`config.mk`:
```
export PLATFORM = sky130hd
export DESIGN_NAME = rename_map_table
export DESIGN_NICKNAME = d
export VERILOG_FILES = /design/src/rtl/rmt_pkg.sv /design/src/rtl/rmt_ctrl.sv /design/src/rtl/rmt_datapath.sv /design/src/rtl/rename_map_table.sv
export SDC_FILE = /design/constraint.sdc
export NUM_CORES = 1
export LEC_CHECK = 0
export BUFFER_PORTS_ARGS = -buffer_cell sky130_fd_sc_hd__clkbuf_2
export CORE_ASPECT_RATIO = 1.75
export CORE_MARGIN = 2
export CORE_UTILIZATION = 50
export DETAILED_ROUTE_END_ITERATION = 12
export PLACE_DENSITY = 0.71
export SLEW_MARGIN = 20
export SYNTH_ARGS = -nofsm -noshare
export SYNTH_HDL_FRONTEND = slang
export SYNTH_SLANG_ARGS = --single-unit
```
`constraint.sdc`:
```
create_clock -name clk -period 7.4 [get_ports clk]
set_input_delay 1.48 -clock clk [delete_from_list [all_inputs] [get_ports clk]]
set_output_delay 1.48 -clock clk [all_outputs]
set_load 0.01 [all_outputs]
```
`src/rtl/rmt_pkg.sv`:
```
package rmt_pkg;
  // strobes from control to datapath
  typedef struct packed {
    logic allocPop;   // take head of pool, write table entry
    logic relPush;    // append returned tag at tail
    logic stall;      // rename refused
    logic zeroHit;    // request targets the zero register
  } rmt_stb_t;
endpackage

```
`src/rtl/rmt_ctrl.sv`:
```
module rmt_ctrl
  import rmt_pkg::*;
#(
  parameter int unsigned NUM_ARCH = 16,
  parameter int unsigned ZERO_IDX = 0,
  localparam int unsigned AW = $clog2(NUM_ARCH)
) (
  input  logic          renValid,
  input  logic [AW-1:0] renArch,
  input  logic          relValid,
  input  logic          freeEmpty,
  output rmt_stb_t      stb
);
  localparam bit HAS_ZERO = (ZERO_IDX != 32'hFFFF_FFFF);
  localparam logic [AW-1:0] ZERO_A = AW'(ZERO_IDX);

  logic isZero;

  generate
    if (HAS_ZERO) begin : g_zero
      assign isZero = (renArch == ZERO_A);
    end else begin : g_nozero
      assign isZero = 1'b0;
    end
  endgenerate

  always_comb begin
    stb.zeroHit  = renValid && isZero;
    stb.allocPop = renValid && !isZero && !freeEmpty;
    stb.stall    = renValid && !isZero && freeEmpty;
    stb.relPush  = relValid;
  end
endmodule

```
`src/rtl/rmt_datapath.sv`:
```
module rmt_datapath
  import rmt_pkg::*;
#(
  parameter int unsigned NUM_ARCH = 16,
  parameter int unsigned NUM_PHYS = 32,
  parameter int unsigned NUM_SRC  = 2,
  parameter int unsigned ZERO_IDX = 0,
  localparam int unsigned AW = $clog2(NUM_ARCH),
  localparam int unsigned PW = $clog2(NUM_PHYS)
) (
  input  logic                  clk,
  input  logic                  rstN,
  input  rmt_stb_t              stb,
  input  logic [NUM_SRC*AW-1:0] srcArch,
  output logic [NUM_SRC*PW-1:0] srcPhys,
  input  logic [AW-1:0]         renArch,
  input  logic [PW-1:0]         relTag,
  output logic [PW-1:0]         renNewTag,
  output logic [PW-1:0]         renPrevTag,
  output logic                  freeEmpty
);
  localparam bit HAS_ZERO = (ZERO_IDX != 32'hFFFF_FFFF);
  localparam int unsigned DEPTH = NUM_PHYS;
  localparam int unsigned FREE0 = NUM_PHYS - NUM_ARCH;
  localparam int unsigned CW = $clog2(DEPTH + 1);
  localparam int unsigned QW = $clog2(DEPTH);
  localparam logic [AW-1:0] ZERO_A = AW'(ZERO_IDX);
  localparam logic [PW-1:0] ZERO_T = PW'(ZERO_IDX);

  logic [PW-1:0] mapQ  [NUM_ARCH];
  logic [PW-1:0] poolQ [DEPTH];
  logic [QW-1:0] headQ, tailQ;
  logic [CW-1:0] countQ;
  logic [PW-1:0] headTag;

  function automatic logic [QW-1:0] nextPtr(input logic [QW-1:0] p);
    return (p == QW'(DEPTH - 1)) ? '0 : p + 1'b1;
  endfunction

  assign headTag   = poolQ[headQ];
  assign freeEmpty = (countQ == '0);
  assign renPrevTag = mapQ[renArch];
  assign renNewTag  = stb.zeroHit ? mapQ[renArch] : headTag;

  generate
    for (genvar k = 0; k < NUM_SRC; k++) begin : g_src
      assign srcPhys[k*PW +: PW] = mapQ[srcArch[k*AW +: AW]];
    end
  endgenerate

  // mapping table
  always_ff @(posedge clk) begin
    if (!rstN) begin
      for (int i = 0; i < NUM_ARCH; i++) mapQ[i] <= PW'(i);
    end else if (stb.allocPop) begin
      mapQ[renArch] <= headTag;
    end
  end

  // free pool FIFO
  always_ff @(posedge clk) begin
    if (!rstN) begin
      for (int i = 0; i < DEPTH; i++)
        poolQ[i] <= (i < FREE0) ? PW'(NUM_ARCH + i) : '0;
      headQ  <= '0;
      tailQ  <= QW'(FREE0 % DEPTH);
      countQ <= CW'(FREE0);
    end else begin
      if (stb.relPush) begin
        poolQ[tailQ] <= relTag;
        tailQ <= nextPtr(tailQ);
      end
      if (stb.allocPop) headQ <= nextPtr(headQ);
      case ({stb.allocPop, stb.relPush})
        2'b10:   countQ <= countQ - 1'b1;
        2'b01:   countQ <= countQ + 1'b1;
        default: countQ <= countQ;
      endcase
    end
  end

  // a release may not arrive when the pool is already full
  p_no_overflow_r6: assert property (@(posedge clk) disable iff (!rstN)
    (stb.relPush && !stb.allocPop) |-> (countQ != CW'(DEPTH)));

  // a lone allocation shrinks the pool by one
  p_alloc_take_r3: assert property (@(posedge clk) disable iff (!rstN)
    (stb.allocPop && !stb.relPush) |=> (countQ == $past(countQ) - 1'b1));

  // a stalled rename with no release leaves the pool untouched
  p_stall_hold_r5: assert property (@(posedge clk) disable iff (!rstN)
    (stb.stall && !stb.relPush) |=> ($stable(countQ) && $stable(headQ)));

  // a zero-register rename leaves the destination entry untouched
  p_zero_keep_r4: assert property (@(posedge clk) disable iff (!rstN)
    stb.zeroHit |=> (mapQ[$past(renArch)] == $past(renPrevTag)));

  generate
    if (HAS_ZERO) begin : g_zchk
      // zero register keeps its reserved tag
      p_zero_entry_r9: assert property (@(posedge clk) disable iff (!rstN)
        mapQ[ZERO_A] == ZERO_T);
    end
  endgenerate
endmodule

```
`src/rtl/rename_map_table.sv`:
```
module rename_map_table
  import rmt_pkg::*;
#(
  parameter int unsigned NUM_ARCH = 16,
  parameter int unsigned NUM_PHYS = 32,
  parameter int unsigned NUM_SRC  = 2,
  parameter int unsigned ZERO_IDX = 0,
  localparam int unsigned AW = $clog2(NUM_ARCH),
  localparam int unsigned PW = $clog2(NUM_PHYS)
) (
  input  logic                  clk,
  input  logic                  rstN,
  input  logic [NUM_SRC*AW-1:0] srcArch,
  output logic [NUM_SRC*PW-1:0] srcPhys,
  input  logic                  renValid,
  input  logic [AW-1:0]         renArch,
  output logic [PW-1:0]         renNewTag,
  output logic [PW-1:0]         renPrevTag,
  output logic                  renStall,
  input  logic                  relValid,
  input  logic [PW-1:0]         relTag
);
  rmt_stb_t stb;
  logic freeEmpty;

  rmt_ctrl #(.NUM_ARCH(NUM_ARCH), .ZERO_IDX(ZERO_IDX)) u_ctrl (
    .renValid(renValid), .renArch(renArch), .relValid(relValid),
    .freeEmpty(freeEmpty), .stb(stb)
  );

  rmt_datapath #(.NUM_ARCH(NUM_ARCH), .NUM_PHYS(NUM_PHYS),
                 .NUM_SRC(NUM_SRC), .ZERO_IDX(ZERO_IDX)) u_dp (
    .clk(clk), .rstN(rstN), .stb(stb), .srcArch(srcArch), .srcPhys(srcPhys),
    .renArch(renArch), .relTag(relTag), .renNewTag(renNewTag),
    .renPrevTag(renPrevTag), .freeEmpty(freeEmpty)
  );

  assign renStall = stb.stall;
endmodule

```
Word-level counts from Yosys, hierarchy flattened
Memory sizes are Yosys's and may differ from the RTL's. A register that Yosys moved wholly into a read port is not among the register bits.
Index checks and enable logic that the tools add are counted.
- register bits: 16
- RAM bits: 240
- bits of input ports: 21
- output and inout port bits: 21
- logic and storage cells: 43
- memories kept: 2
- memory list (memory ; depth ; bits a word ; rd ports ; clocked after memory_dff ; write ports ; RTL line ; source):
    u_dp.poolQ ; 32 ; 5 ; 1 ; 1 ; 32 ; rmt_datapath.sv:31 ; logic [PW-1:0] poolQ [DEPTH];
    u_dp.mapQ ; 16 ; 5 ; 3 ; 0 ; 16 ; rmt_datapath.sv:30 ; logic [PW-1:0] mapQ [NUM_ARCH];
- $add $sub $neg: 4
- equality and inequality tests: 4
- muxes and demuxes: 19
- reduce and logical (&&, ||, !) cells: 11
- operators with widths (operator ; count):
    $mux 5 ; 8
    $pmux 6 s2 ; 1
    $add 5x1->5 const B ; 2
    $eq 5x5->1 const B ; 2
    $reduce_or 5->1 ; 2
    $mux 1 ; 9
    $add 6x1->6 const B ; 1
    $logic_not 6->1 ; 1
    $sub 6x1->6 const B ; 1
    $logic_and 1x1->1 ; 4
    $logic_not 4->1 ; 1
    $mux 4 ; 1
    $eq 2x1->1 const B ; 1
    $eq 2x2->1 const B ; 1
    $logic_not 1->1 ; 2
    $reduce_bool 2->1 ; 1

Logic depth before layout (Yosys ltp)
Gate-level depths: netlist of run 1.
- depth in word-level cells: 9
- depth in mapped cells: 12
- depth with buffers taken out: 10

Modules after synthesis
Synthesis of run 1 repeated with hierarchy kept, for this count alone.
- cell total of the unflattened synthesis: 1078
- area total of the unflattened synthesis: 13670.6 um^2
- modules (own cells, without submodules) (module ; instances ; cells each ; area an instance (um^2) ; sequential area each (um^2)):
    rmt_datapath ; 1 ; 1071 ; 13623.1 ; 7627.3
    rmt_ctrl ; 1 ; 7 ; 47.5 ; 0.0

Worst setup path before layout of run 1
No wires, ideal clock.
- path kind: input to output
- start: in renArch[0]
- end: out renNewTag[0]
- data arrival time: 3315 ps
- setup slack: 2605 ps
- stages on the path: 6
- cell sequence: buf_2 > buf_1 > mux4_2 > mux4_2 > inv_1 > mux2i_1
- elaborated cells between the ends (all ways): 4
- RTL lines (element ; RTL line ; source):
    start, declared ; rename_map_table.sv:16 ; input logic [AW-1:0] renArch,
    $mem_v2 16x5 ; -- ;
    net renPrevTag[0] ; rename_map_table.sv:18 ; output logic [PW-1:0] renPrevTag,
    $mux 5 ; rmt_datapath.sv:43 ; assign renNewTag = stb.zeroHit ? mapQ[renArch] : headTag;
    end, declared ; rename_map_table.sv:17 ; output logic [PW-1:0] renNewTag,
The timed path passes the listed nets, and every way through them passes these cells.

==> results of run 1 <==
==> cells in the final DEF, fill, tap and decap left out, types with 6 or more instances in the layout <==
master     count
and3_1        20
nand2b_1       8
inv_1         11
nor2_1        99
edfxtp_1     240
mux4_2        75
clkbuf_16     25
or4_1          6
clkbuf_2      41
mux2i_1       91
dfxtp_1       20
buf_4         11
a21oi_1       23
nand2_1       78
a22oi_1       40
nor3_1        22
or2_2          7
ha_1          12
or3_1         35
nand3b_1       6
o21ai_0       28
and2_1        78
nand3_1       24
==> stage by stage <==
stage | instance area (um^2) | std cells | setup WS, ns
after floorplan | 13600 | 1060 | 2.61
after global placement | 13900 | 1345 | 2.38
after detailed placement | 13900 | 1345 | 2.34
after CTS | 14700 | 1388 | 2.02
after global routing | 14700 | 1388 | 1.92
final | 14700 | 1389 | 2.01
==> Yosys cell counts, types with 6 or more instances <==
cell      number  area, um^2
and3_1        20         125
inv_1         12        45.0
a22oi_1       40         300
buf_1          6        22.5
ha_1          12         150
or4_1          6        45.0
clkbuf_1      71         267
o21ai_0       28         140
edfxtp_1     240        7210
nor3_1        23         115
dfxtp_1       21         420
buf_6          6        67.6
or3_1         35         219
nand2_1       78         293
a21oi_1       23         115
mux4_2        75        1690
nand3b_1       6        45.0
nand2b_1       8        50.1
or2_2          7        43.8
and2_1        78         488
nor2_1        99         372
mux2i_1       91         911
nand3_1       24         120
buf_2          7        35.0
==> kinds of logic (layout without fill, tap and decap cells) <==
kind of cell,after synthesis,count (layout),synth area share (%)
AND/OR/NAND/NOR,400,400,14.9
flip-flops,261,261,55.9
multiplexers,166,166,19.1
buffers and inverters,107,107,3.68
AO/OA/AOI/OAI,104,104,4.86
adder cells (fa/ha/maj),13,13,1.25
XOR/XNOR,4,4,0.257
other,1,6,0.0275
==> worst reg2reg max path, delay by kind of cell, from the launching register on <==
family                 cells  cell delay, ns
buffers and inverters      1            0.48
AND/OR/NAND/NOR            2            1.15
AO/OA/AOI/OAI              2            0.46
flip-flops                 1            0.89
multiplexers               1            0.17
==> power breakdown <==
part / switching, W / internal [W]
sequential: 0.0000674 / 0.00166
clock: 0.000534 / 0.000799
combinational: 0.000298 / 0.000204
==> state kept, by name, indices dropped and copies added, names as in the netlist, named ones only <==
name	flops
u_dp.countQ	6
u_dp.headQ	5
u_dp.mapQ	80
u_dp.poolQ	160
u_dp.tailQ	5
==> path summary, 6_finish.rpt <==
check                           cells past startpoint               to      startpoint
worst max register to register                      6  u_dp.mapQ[6][4]            flop
worst min-delay path                                2   u_dp.countQ[5]  u_dp.countQ[5]
worst max-delay path                                7     renNewTag[4]            flop
worst min register to register                      2   u_dp.countQ[5]  u_dp.countQ[5]
==> layout make-up <==
class | instances | area, um^2
antenna | 1 | 2.50
clock buffer | 28 | 647
clock inverter | 15 | 201
fill | 2281 | 12300
inverter | 12 | 45.0
multi-input combinational | 692 | 5520
sequential | 261 | 7630
tap | 328 | 410
timing repair buffer | 52 | 288
==> routing by layer <==
metal | vias up | part of all wire, % | track usage, %
met5 | - | 0 | 0
met4 | 0 | 6.0 | 13.4
met3 | 108 | 5.2 | 3.83
met2 | 372 | 57 | 47.5
met1 | 4361 | 32 | 24.7
li1 | 3940 | - | -
==> results.sh, run 1 <==
export IMPL_status="complete, no violations"
export IMPL_drive_gt1_share_pct=16.7
export IMPL_post_route_period_util_pct=72.9
export IMPL_rsz0062_at_grt="no"
export IMPL_ys_types=48
export IMPL_port_buffers=41
export IMPL_core_area_mm2=0.0270
export IMPL_num_rows=80
export IMPL_vias_per_cell=6.32
export IMPL_p_leak_nw=4.95
export IMPL_critPathLaunchType="flop"
export IMPL_wl_per_cell_um=25.0
export IMPL_cts_sinks=261
export IMPL_via_count=8781
export IMPL_ys_flop_type="edfxtp_1"
export IMPL_slew_viol_final=0
export IMPL_ys_ff_latch=261
export IMPL_path_buf_inv=2
export IMPL_drt_first_pass_iters=5
export IMPL_crit_arrival_ns=3.91
export IMPL_hold_viol_final=0
export IMPL_clk_pin_slew_ns=0.06
export IMPL_nNetsFinal=1077
export IMPL_drt_iter0_markers=708
export IMPL_vdd_drop_max_mv=0.231
export IMPL_async_flop_share_pct=0
export IMPL_area_delta_synth_final_pct=8.19
export IMPL_grt_util_all_layers_pct=24.7
export IMPL_grt_pass1_wl_mm=52.4
export IMPL_fin_skew_ns=0.0190
export IMPL_die_h_um=222
export IMPL_worstSetupPathType="flop to primary output"
export IMPL_initial_core_util_pct=50.4
export IMPL_r2r_setup_slack_ns=4.07
export IMPL_cts_tree="done"
export IMPL_cts_buffer_depth=3
export IMPL_htree_levels=1
export IMPL_antenna_left=0
export IMPL_critPathSlowestCell="or4_1"
export IMPL_finalSetupViolations=0
export IMPL_cts_buffers=24
export IMPL_antenna_found_initial=1
export IMPL_powerDensity_mw_per_mm2=242
export IMPL_post_cts_setup_buffer_count=0
export IMPL_cts_resized=0
export IMPL_drv_cap=0
export IMPL_die_area_mm2=0.0287
export IMPL_synth_area_mm2=0.0136
export IMPL_grt_overflow=0
export IMPL_crit_path_end_kind="primary output"
export IMPL_hpwlAfterDp_mm=24.3
export IMPL_grt_max_degree=47
export IMPL_remaining_drc_errors=0
export IMPL_clock_fmax_ghz=0.185
export IMPL_fin_setup_tns_ns=0
export IMPL_crit_top_cell="mux2i_1"
export IMPL_worst_slew_pin_slew_ns=1.04
export IMPL_place_congestion=0.996
export IMPL_grt_pass1_vias=8871
export IMPL_worstPathCellList="buf_4 -> mux2i_1 -> a22oi_1 -> a21oi_1 -> or4_1 -> mux2i_1 -> clkbuf_2"
export IMPL_seq_area_frac_synth_pct=55.9
export IMPL_synth_edff_count=240
export IMPL_cts_hold_buf=0
export IMPL_cp_slowest_stage_delay_ns=0.92
export IMPL_wirelength_mm=34.8
export IMPL_crit_fanout=46
export IMPL_dieWidth_um=129
export IMPL_period_minus_slack_ns=5.39
export IMPL_yosys_warnings=0
export IMPL_synthCells=1056
export IMPL_syn_area_per_cell_um2=12.9
export IMPL_fin_util_pct=54.6
export IMPL_holdWs_ns=0.485
export IMPL_clk_latency_ns=0.53
export IMPL_cts_root_buffer="clkbuf_16"
export IMPL_relSlewSlack_pct=30.1
export IMPL_total_power_w=0.00357
export IMPL_hp_class="flop to flop"
export IMPL_io_pins=42
export IMPL_crit_required_ns=5.92
export IMPL_path_delay_family="simple AND/OR/NAND/NOR gates"
Note: power is estimated with default switching activity, not from simulation.
==> run 2: changes to the inputs <==
clock period = 5.47 ns   (was 7.4 ns; I/O delays follow)
==> run 2 against run 1 <==
Compared with the run above: clock-buffer cell count is 1 lower; critical endpoint is now renNewTag[2]; total power is 34% higher; wire length is 2.9% higher; global-route usage is 0.91 points higher; clock skew is 0.0025 ns higher.
==> results.sh, run 2 (synthesis results as in run 1) <==
export IMPL_vdd_drop_max_mv=0.242
export IMPL_p_leak_nw=4.94
export IMPL_remaining_drc_errors=0
export IMPL_post_route_period_util_pct=87.6
export IMPL_fin_setup_tns_ns=0
export IMPL_vias_per_cell=6.38
export IMPL_drv_cap=0
export IMPL_rsz0062_at_grt="no"
export IMPL_grt_pass1_vias=8948
export IMPL_drt_first_pass_iters=7
export IMPL_cts_hold_buf=0
export IMPL_drt_iter0_markers=769
export IMPL_slew_viol_final=0
export IMPL_fin_skew_ns=0.0215
export IMPL_crit_required_ns=4.38
export IMPL_cts_buffer_depth=3
export IMPL_period_minus_slack_ns=4.79
export IMPL_worstSetupPathType="flop to primary output"
export IMPL_powerDensity_mw_per_mm2=324
export IMPL_hpwlAfterDp_mm=24.3
export IMPL_drive_gt1_share_pct=16.5
export IMPL_core_area_mm2=0.0270
export IMPL_cts_tree="done"
export IMPL_cts_buffers=24
export IMPL_grt_pass1_wl_mm=54.1
export IMPL_worst_slew_pin_slew_ns=0.925
export IMPL_power_share_combinational_pct=14.5
export IMPL_crit_fanout=39
export IMPL_place_congestion=0.931
export IMPL_power_switching_w=0.00123
export IMPL_cts_sinks=261
export IMPL_relSlewSlack_pct=37.9
export IMPL_htree_levels=1
export IMPL_largest_reg_flops=160
export IMPL_wl_per_cell_um=25.7
export IMPL_clock_fmax_ghz=0.209
export IMPL_status="complete, no violations"
export IMPL_nNetsFinal=1078
export IMPL_final_area_mm2=0.0147
export IMPL_num_rows=80
export IMPL_port_buffers=41
export IMPL_crit_path_end_kind="primary output"
export IMPL_die_area_mm2=0.0287
export IMPL_clk_pin_slew_ns=0.06
export IMPL_die_h_um=222
export IMPL_dieWidth_um=129
export IMPL_critPathLaunchType="flop"
export IMPL_place_area_mm2=0.0139
export IMPL_seqPwrFrac_pct=49.1
export IMPL_crit_arrival_ns=3.70
export IMPL_largestRegisters="u_dp.poolQ (160), u_dp.mapQ (80), u_dp.countQ (6)"
export IMPL_cts_root_buffer="clkbuf_16"
export IMPL_finalSetupViolations=0
export IMPL_final_common_cell="edfxtp_1"
export IMPL_num_fill_cells=2228
export IMPL_grt_util_all_layers_pct=25.7
export IMPL_io_pins=42
export IMPL_via_count=8885
export IMPL_wirelength_mm=35.8
export IMPL_post_cts_setup_buffer_count=0
export IMPL_antenna_found_initial=7
export IMPL_hold_viol_final=0
export IMPL_cts_resized=0
export IMPL_clk_latency_ns=0.54
export IMPL_hp_class="flop to flop"
export IMPL_p_clk_share_pct=36.4
export IMPL_mostFrequentLayoutCells="edfxtp_1 (240), nor2_1 (99), mux2i_1 (91), and2_1 (78), nand2_1 (78)"
export IMPL_switching_share_pct=25.7
export IMPL_area_delta_synth_final_pct=8.00
export IMPL_initial_core_util_pct=50.4
export IMPL_registers_top_by_ff_count="u_dp.poolQ"
export IMPL_antenna_left=0
export IMPL_grt_overflow=0
export IMPL_p_int_w=0.00355
export IMPL_grt_max_degree=40
## run 2: area by class of cell
class                   count  area, um^2  share of cell area, %
flip-flops and latches    261        7630                   51.8
multi-input cells         692        5520                   37.5
clock buffers              27         633                   4.30
well taps                 328         410                   2.79
repair buffers             53         308                   2.09
clock inverters            14         165                   1.12
inverters                  12        45.0                  0.306
diodes                      5        12.5                 0.0850
## run 2: per-layer routing
metal	part of all wire [%]	GRT usage, %	vias up	routed length [um]
met5	0.095	0	-	34
met4	5.2	12.9	6	1860
met3	6.6	5.39	121	2350
met2	56	47.9	406	20100
met1	32	26.4	4403	11500
li1	-	-	3949	-
## run 2: path summary, 6_finish.rpt
kind              slack [ns]  cells past startpoint         endpoint           start
hold / removal          0.49                      2   u_dp.countQ[5]  u_dp.countQ[5]
hold reg to reg         0.49                      2   u_dp.countQ[5]  u_dp.countQ[5]
setup reg to reg        2.31                      5  u_dp.mapQ[6][1]            flop
setup / recovery        0.68                      7     renNewTag[2]            flop
## run 2: worst max-delay path, stage by stage (launching register included)
cell and delay (ns):
dfxtp_4 0.78, buf_12 0.33, mux2i_1 0.12, a22oi_1 0.35
a211oi_1 0.16, or4_1 0.92, mux2i_1 0.29, clkbuf_2 0.17
## run 2: power groups by stage
stage	Sequential [W]	Clock (W)	Combinational, W
final	0.00234	0.00174	0.000693
after global routing	0.00235	0.00182	0.000747
after CTS	0.00234	0.00176	0.000687
after detailed placement	0.00238	0	0.000684
after global placement	0.00238	0	0.000670
after floorplan	0.00233	0	0.000561
## run 2: per-stage QoR
step,power [W],util [%],worst slack (ns),hold slack (ns),std cells
2_1_floorplan,0.00289,-,1.45,0.449,1060
3_3_place_gp,0.00305,51.5,1.25,0.462,1346
3_5_place_dp,0.00307,51.5,1.21,0.484,1346
4_1_cts,0.00478,54.4,0.687,0.495,1387
5_1_grt,0.00492,54.5,0.566,0.514,1389
6_report,0.00477,54.5,0.678,0.486,1392
==> run 3: changes to the inputs <==
BUFFER_PORTS_ARGS = -buffer_cell sky130_fd_sc_hd__buf_4   (was -buffer_cell sky130_fd_sc_hd__clkbuf_2)
==> run 3 against run 2 <==
Compared with the run above: clock power is 2% lower; fmax increased by 4.9%; sequential power is essentially flat; first-iteration DRC count down 8.1%; non-clock buffer count is the same; highest routed layer is now met4; largest power group unchanged; largest cell class unchanged; core utilization is 0.33 points higher; global-route usage is 1.3 points lower; critical path depth is the same.
==> results.sh, run 3 (synthesis results as in run 1) <==
export IMPL_largestRegisters="u_dp.poolQ (160), u_dp.mapQ (80), u_dp.countQ (6)"
export IMPL_vias_per_cell=6.32
export IMPL_hold_viol_final=0
export IMPL_die_area_mm2=0.0287
export IMPL_wirelength_mm=34.1
export IMPL_cts_tree="done"
export IMPL_cts_buffer_depth=3
export IMPL_cts_sinks=261
export IMPL_core_area_mm2=0.0270
export IMPL_fin_setup_tns_ns=0
export IMPL_wl_met2_mm=18.4
export IMPL_powerDensity_mw_per_mm2=320
export IMPL_top_layer="met4"
export IMPL_cp_slowest_stage_delay_ns=0.91
export IMPL_die_h_um=222
export IMPL_htree_levels=1
export IMPL_relSlewSlack_pct=31.6
export IMPL_wl_per_cell_um=24.6
export IMPL_largest_reg_flops=160
export IMPL_port_buffers=41
export IMPL_final_common_cell="edfxtp_1"
export IMPL_clk_pin_slew_ns=0.06
export IMPL_r2r_setup_slack_ns=2.48
export IMPL_grt_pass1_vias=8930
export IMPL_vdd_drop_max_mv=0.245
export IMPL_post_cts_setup_buffer_count=0
export IMPL_crit_fanout=28
export IMPL_clock_fmax_ghz=0.219
export IMPL_fin_util_pct=54.8
export IMPL_num_rows=80
export IMPL_via_count=8778
export IMPL_rr_endpoint="u_dp.countQ[5]"
export IMPL_crit_required_ns=4.38
export IMPL_total_power_w=0.00474
export IMPL_initial_core_util_pct=50.4
export IMPL_finalSetupViolations=0
export IMPL_timing_rr_start="u_dp.countQ[1]"
export IMPL_hp_class="flop to flop"
export IMPL_drv_cap=0
export IMPL_registers_top_by_ff_count="u_dp.poolQ"
export IMPL_cts_root_buffer="clkbuf_16"
export IMPL_wl_met3_mm=1.96
export IMPL_final_area_mm2=0.0148
export IMPL_antenna_cells=0
export IMPL_cts_buffers=24
export IMPL_grt_util_all_layers_pct=24.3
export IMPL_place_congestion=0.896
export IMPL_io_pins=42
export IMPL_slew_viol_final=0
export IMPL_nNetsFinal=1078
export IMPL_mostFrequentLayoutCells="edfxtp_1 (240), nor2_1 (99), mux2i_1 (91), and2_1 (78), nand2_1 (78)"
export IMPL_worstSetupPathType="flop to primary output"
export IMPL_hp_start="u_dp.countQ[5]"
export IMPL_layout_cells_non_filler=1390
export IMPL_antenna_left=0
export IMPL_dp_cells=1346
export IMPL_worstPathCellList="buf_4 -> mux2i_1 -> a22oi_1 -> a21oi_1 -> or4_1 -> mux2i_1 -> buf_4"
export IMPL_grt_overflow=0
export IMPL_area_delta_synth_final_pct=8.66
export IMPL_rr_worst_depth=10
export IMPL_clk_latency_ns=0.54
export IMPL_cts_hold_buf=0
export IMPL_critPathSlowestCell="or4_1"
export IMPL_period_minus_slack_ns=4.57
export IMPL_post_route_period_util_pct=83.5
export IMPL_multiInputGateArea_mm2=0.00552
export IMPL_fin_skew_ns=0.00986
export IMPL_crit_path_end_kind="primary output"
export IMPL_place_area_mm2=0.0140
export IMPL_path_buf_inv=2
export IMPL_status="complete, no violations"
export IMPL_rsz0062_at_grt="no"
export IMPL_crit_arrival_ns=3.47
export IMPL_critPathLaunchType="flop"
export IMPL_grt_pass1_wl_mm=52.0
export IMPL_drive_gt1_share_pct=16.5
export IMPL_grt_max_degree=43
export IMPL_remaining_drc_errors=0
export IMPL_path_delay_family="simple AND/OR/NAND/NOR gates"
export IMPL_p_leak_nw=4.96
export IMPL_routedLengthMet1_mm=11.2
export IMPL_drt_iter0_markers=707
export IMPL_num_fill_cells=2255
export IMPL_register_area_mm2=0.00763
export IMPL_dieWidth_um=129
export IMPL_worst_slew_pin_slew_ns=1.02
export IMPL_hpwlAfterDp_mm=23.9
export IMPL_hold_path_depth=2
export IMPL_drt_first_pass_iters=5
export IMPL_antenna_found_initial=0
export IMPL_cts_resized=0
export IMPL_min_to="u_dp.countQ[5]"
## run 3: per-layer routing
layer  up-vias  global-route usage [%]
met5         -                       0
met4         0                    16.9
met3       118                    3.20
met2       402                    44.0
met1      4317                    25.4
li1       3941                       -
## run 3: how the worst max path moves through the flow
stage	slack, ns	startpoint	to	depth (start not counted)
6_report	0.90	flop	renNewTag[0]	7
5_1_grt	0.69	flop	renNewTag[3]	7
4_1_cts	0.89	flop	renNewTag[0]	7
3_5_place_dp	1.45	renArch[0]	renNewTag[2]	6
3_3_place_gp	1.46	renArch[0]	renNewTag[4]	6
2_1_floorplan	1.45	renArch[0]	renNewTag[0]	6
## run 3: final cells by class
cell class,count,area share [%]
Sequential cell,261,51.5
Multi-Input combinational cell,692,37.3
Clock buffer,29,4.32
Timing Repair Buffer,53,2.77
Tap cell,328,2.77
Clock inverter,15,1.03
Inverter,12,0.304
## run 3: through the flow
step / setup WS (ns) / hold slack (ns)
floorplan: 1.45 / 0.449
detailed placement: 1.45 / 0.481
global placement: 1.46 / 0.458
global route: 0.686 / 0.541
finish: 0.903 / 0.483
CTS: 0.887 / 0.490
## run 3: worst reg2reg max path, delay by kind of cell, from the launching register on
| kind | cells | cell delay, ns |
|---|---|---|
| AO/OA/AOI/OAI | 6 | 1.31 |
| adder cells (fa/ha/maj) | 2 | 0.56 |
| flip-flops | 1 | 0.35 |
| buffers and inverters | 1 | 0.16 |
| AND/OR/NAND/NOR | 1 | 0.55 |
## run 3: where the power goes
| part | internal [W] | switching [W] |
|---|---|---|
| clock network | 0.000977 | 0.000723 |
| logic | 0.000296 | 0.000414 |
| registers | 0.00225 | 0.0000798 |
